File: src/rtl/cla_pkg.sv
package cla_pkg;

   // 1 when w is 4, 16, 64, ...
   function automatic bit is_pow4(input int w);
      int v;
      v = w;
      if (v < 4) return 1'b0;
      while (v > 1) begin
         if ((v % 4) != 0) return 1'b0;
         v = v / 4;
      end
      return 1'b1;
   endfunction

   // number of lookahead levels above the bit cells
   function automatic int levels_of(input int w);
      int v;
      int n;
      v = w;
      n = 0;
      while (v > 1) begin
         v = v / 4;
         n++;
      end
      return n;
   endfunction

endpackage

File: src/rtl/cla_bit_cell.sv
module cla_bit_cell (
   input  logic a,
   input  logic b,
   input  logic ci,
   output logic s,
   output logic p,
   output logic g
);
   assign p = a ^ b;
   assign g = a & b;
   assign s = p ^ ci;
endmodule

File: src/rtl/cla_slice4.sv
module cla_slice4 #(
   parameter int LANES = 4
) (
   input  logic [LANES-1:0] a,
   input  logic [LANES-1:0] b,
   input  logic [LANES-1:0] ci,
   output logic [LANES-1:0] s,
   output logic [LANES-1:0] p,
   output logic [LANES-1:0] g
);
   if (LANES != 4) begin : g_bad_lanes
      $error("cla_slice4: LANES must be 4");
   end

   for (genvar k = 0; k < LANES; k++) begin : g_cell
      cla_bit_cell u_cell (
         .a (a[k]),
         .b (b[k]),
         .ci(ci[k]),
         .s (s[k]),
         .p (p[k]),
         .g (g[k])
      );
   end

   always_comb begin
      for (int k = 0; k < LANES; k++) begin
         AST_CELL_PG_EXCL: assert (!(p[k] && g[k])) else $error("cell %0d both P and G", k);
      end
   end
endmodule

File: src/rtl/cla_unit4.sv
module cla_unit4 #(
   parameter int FANIN = 4
) (
   input  logic [FANIN-1:0] p,
   input  logic [FANIN-1:0] g,
   input  logic             cin,
   output logic [FANIN-1:0] carry,
   output logic             grp_p,
   output logic             grp_g
);
   if (FANIN != 4) begin : g_bad_fanin
      $error("cla_unit4: FANIN must be 4");
   end

   // Carry leaving position 'upto', as a flat sum of products over inputs only.
   function automatic logic carry_term(input logic [FANIN-1:0] pp,
                                       input logic [FANIN-1:0] gg,
                                       input logic c0,
                                       input int upto);
      logic acc;
      logic prod;
      prod = c0;
      for (int m = 0; m <= upto; m++) prod = prod & pp[m];
      acc = prod;
      for (int k = 0; k <= upto; k++) begin
         prod = gg[k];
         for (int m = k + 1; m <= upto; m++) prod = prod & pp[m];
         acc = acc | prod;
      end
      return acc;
   endfunction

   always_comb begin
      carry[0] = cin;
      for (int i = 0; i < FANIN - 1; i++) carry[i+1] = carry_term(p, g, cin, i);
      grp_g = carry_term(p, g, 1'b0, FANIN - 1);
      grp_p = &p;

      for (int i = 0; i < FANIN - 1; i++) begin
         AST_GEN_SETS_CARRY: assert (!g[i] || carry[i+1]) else $error("generate lost at %0d", i);
         AST_KILL_CLEARS_CARRY: assert (g[i] || p[i] || !carry[i+1]) else $error("carry from killed position %0d", i);
         AST_PROP_PASSES_CARRY: assert (!(p[i] && !g[i]) || (carry[i+1] == carry[i])) else $error("propagate broken at %0d", i);
      end
      AST_GRP_PG_EXCL: assert (!(grp_p && grp_g)) else $error("group P and G both set");
   end
endmodule

File: src/rtl/cla_adder.sv
module cla_adder #(
   parameter int WIDTH = 16
) (
   input  logic [WIDTH-1:0] a_in,
   input  logic [WIDTH-1:0] b_in,
   input  logic             c_in,
   output logic [WIDTH-1:0] sum_out,
   output logic             c_out
);
   import cla_pkg::*;

   localparam int FAN    = 4;
   localparam int LEVELS = levels_of(WIDTH);
   localparam int SLICES = WIDTH / FAN;

   if (!is_pow4(WIDTH)) begin : g_bad_width
      $error("cla_adder: WIDTH %0d is not a power of four (R2)", WIDTH);
   end

   // One scope per level: level 0 holds bit signals, level L the root pair.
   for (genvar l = 0; l <= LEVELS; l++) begin : g_lvl
      localparam int N = WIDTH >> (2 * l);
      logic [N-1:0] p;
      logic [N-1:0] g;
      logic [N-1:0] c;
   end

   for (genvar s = 0; s < SLICES; s++) begin : g_slice
      cla_slice4 #(.LANES(FAN)) u_slice (
         .a (a_in[FAN*s +: FAN]),
         .b (b_in[FAN*s +: FAN]),
         .ci(g_lvl[0].c[FAN*s +: FAN]),
         .s (sum_out[FAN*s +: FAN]),
         .p (g_lvl[0].p[FAN*s +: FAN]),
         .g (g_lvl[0].g[FAN*s +: FAN])
      );
   end

   for (genvar l = 1; l <= LEVELS; l++) begin : g_tree
      localparam int CNT = WIDTH >> (2 * l);
      for (genvar j = 0; j < CNT; j++) begin : g_unit
         cla_unit4 #(.FANIN(FAN)) u_unit (
            .p    (g_lvl[l-1].p[FAN*j +: FAN]),
            .g    (g_lvl[l-1].g[FAN*j +: FAN]),
            .cin  (g_lvl[l].c[j]),
            .carry(g_lvl[l-1].c[FAN*j +: FAN]),
            .grp_p(g_lvl[l].p[j]),
            .grp_g(g_lvl[l].g[j])
         );
      end
   end

   assign g_lvl[LEVELS].c[0] = c_in;
   assign c_out = g_lvl[LEVELS].g[0] | (g_lvl[LEVELS].p[0] & c_in);
endmodule

File: config.mk
export PLATFORM = sky130hd
export DESIGN_NAME = cla_adder
export DESIGN_NICKNAME = d
export VERILOG_FILES = /design/src/rtl/cla_pkg.sv /design/src/rtl/cla_bit_cell.sv /design/src/rtl/cla_slice4.sv /design/src/rtl/cla_unit4.sv /design/src/rtl/cla_adder.sv
export SDC_FILE = /design/constraint.sdc
export NUM_CORES = 1
export LEC_CHECK = 0
export BUFFER_PORTS_ARGS = -buffer_cell sky130_fd_sc_hd__buf_4
export CORE_ASPECT_RATIO = 1.1
export CORE_MARGIN = 2
export CORE_UTILIZATION = 25
export DETAILED_ROUTE_END_ITERATION = 8
export PLACE_DENSITY = 0.52
export RECOVER_POWER = 100
export SLEW_MARGIN = 20
export SYNTH_ARGS = -nofsm -noshare
export SYNTH_HDL_FRONTEND = slang
export SYNTH_SLANG_ARGS = --single-unit
File: constraint.sdc
create_clock -name vclk -period 3.19
set_clock_uncertainty 0.1 [all_clocks]
set_input_delay 0.638 -clock vclk [all_inputs]
set_output_delay 0.638 -clock vclk [all_outputs]
set_load 0.05 [all_outputs]
==> impl_metrics.env <==
export IMPL_antenna_cells=0
export IMPL_overflow=0
export IMPL_max_freq_ghz=0.308
export IMPL_nFillCells=317
export IMPL_worstMarginPinSlew_ns=0.615
export IMPL_dieHeight_um=64.4
export IMPL_violations="DRC, setup timing"
export IMPL_use_met1=0.110
export IMPL_synth_area_sq_um=828
export IMPL_hold_buffers=0
export IMPL_drv_cap=0
export IMPL_vias_per_cell=4.57
export IMPL_use_met3=0.00607
export IMPL_hold_violations=0
export IMPL_drive_gt1_frac=0.626
export IMPL_yosys_warnings=0
export IMPL_drv_slew=0
export IMPL_cp_arrival_ns=2.51
export IMPL_dr_pass1_iters=6
export IMPL_grt_setup_unrepaired="true"
export IMPL_drt_wl_total_mm=2.07
export IMPL_crit_type="in -> out"
export IMPL_vias=863
export IMPL_syn_nets=157
export IMPL_synth_cells=100
export IMPL_synth_area_top_cells="ha_1, buf_4, fa_1, o21a_1, xnor2_1"
export IMPL_period_share=1.02
export IMPL_multi_input_area_sq_um=871
export IMPL_p_leak_nw=0.687
export IMPL_period_needed_ns=3.25
export IMPL_grt_max_degree=5
export IMPL_final_core_util=0.477
export IMPL_synthTopCellsByCount="ha_1, buf_4, nor2_1, o21a_1"
export IMPL_hold_depth=3
export IMPL_globalRouteMet2Util=0.211
export IMPL_start_kind="primary input"
export IMPL_die_width_um=58.9
export IMPL_yosys_cell_types_count=24
export IMPL_hold_class="in -> out"
export IMPL_area_growth_pct=78.7
export IMPL_clkbuf_count=0
export IMPL_place_congestion=0.667
export IMPL_grt_antenna_before_repair=0
export IMPL_yosysSeqAreaShare=0
export IMPL_synth_area_per_cell_sq_um=8.28
export IMPL_regArea_sq_um=0
export IMPL_grt_first_pass_wirelength_mm=3.15
export IMPL_relSlewSlack=0.592
export IMPL_peakVddDrop_mv=0.105
export IMPL_design_seq_count=0
export IMPL_portBuffers=50
export IMPL_setup_viol=3
export IMPL_final_cell_count_no_fill=189
export IMPL_initial_core_util=0.267
export IMPL_die_area_sq_um=3790
export IMPL_placedCellCount=185
export IMPL_nets=214
export IMPL_drc=6
export IMPL_cp_required_ns=2.45
export IMPL_powerDensity_nw_per_um2=301
export IMPL_critPathMaxFanout=2
export IMPL_synth_most_common_cell="ha_1"
export IMPL_grt_pass1_vias=791
export IMPL_ant_nets=0
export IMPL_drtIter0Drc=18
export IMPL_worst_slack_ns=-0.0585
export IMPL_wl_per_cell_um=11.0
export IMPL_grt_busiest_layer="met2"
export IMPL_worstSetupEndpointType="primary output"
export IMPL_io_pins=50
export IMPL_core_sq_um=3100
export IMPL_row_count=21
export IMPL_grt_use_total=0.100
export IMPL_yosys_area_top_type="ha_1"
export IMPL_yosysTopAreaCellShare=0.302
export IMPL_dp_hpwl_mm=1.76
export IMPL_hold_worst_slack_ns=1.62
export IMPL_status="complete, but fails checks"
-- cell usage in the layout, fill, tap and decap left out, types with 3 or more instances in the layout --
master     n
a21oi_2    3
buf_6      5
nor2_1     9
ha_1       7
nor3_1     3
xnor2_1    5
o21a_1     8
xor2_1     3
inv_1      5
ha_2       3
clkbuf_2   3
clkbuf_1   3
ha_4      10
buf_4     57
-- metal layers --
layer	up-vias	part of all wire
met5	-	0
met4	0	0
met3	0	0.094
met2	33	0.56
met1	388	0.35
li1	442	-
-- critical path: stages --
cell	delay (ns)
buf_8	0.10
ha_4	0.23
a21oi_2	0.14
nor2_2	0.07
o31ai_4	0.25
nand3_2	0.10
ha_2	0.17
o21a_1	0.18
o21a_1	0.18
nor2_1	0.11
xnor2_1	0.12
buf_4	0.21
-- layout make-up --
| class | instances | share of cell area |
|---|---|---|
| inverter | 5 | 0.0127 |
| multi-input combinational | 79 | 0.588 |
| tap | 34 | 0.0287 |
| timing repair buffer | 71 | 0.370 |
-- final timing paths --
kind	from	slack [ns]	end
worst max-delay path	a_in[0]	-0.06	sum_out[15]
worst min-delay path	b_in[4]	1.62	sum_out[4]
-- metrics by stage --
| stage | total power, W | worst slack (ns) | cell area (sq um) | setup TNS (ns) |
|---|---|---|---|---|
| after global routing | 0.000476 | -0.171 | 1480 | -0.649 |
| after CTS | 0.000434 | -0.114 | 1410 | -0.235 |
| final | 0.000446 | -0.0585 | 1480 | -0.154 |
| after global placement | 0.000405 | -0.198 | 1250 | -0.879 |
| after floorplan | 0.000320 | 0.00376 | 828 | 0 |
| after detailed placement | 0.000407 | -0.247 | 1250 | -1.15 |
-- cell families (layout without fill, tap and decap cells) --
family,count (synthesis),count (layout),synth area share
AND/OR/NAND/NOR,27,27,0.166
adder cells (fa/ha/maj),24,24,0.399
buffers and inverters,21,76,0.168
AO/OA/AOI/OAI,20,20,0.183
XOR/XNOR,8,8,0.0846
-- report_power, final --
| part | switching, W | internal (W) | leakage (nW) | total (W) |
|---|---|---|---|---|
| Sequential | 0 | 0 | 0 | 0 |
| Combinational | 0.000263 | 0.000183 | 0.687 | 0.000446 |
| Clock | 0 | 0 | 0 | 0 |
| Total | 0.000263 | 0.000183 | 0.687 | 0.000446 |
-- timing repair --
| action | CTS | global route |
|---|---|---|
| hold endpoints to repair | 0 | 0 |
| setup buffers | 3 | 1 |
| cloned | 0 | 0 |
| endpoints found under the setup margin | 11 | 9 |
| resized for setup | 18 | 17 |
| pin swaps | 15 | 15 |
(Power assumes the default switching activity.)
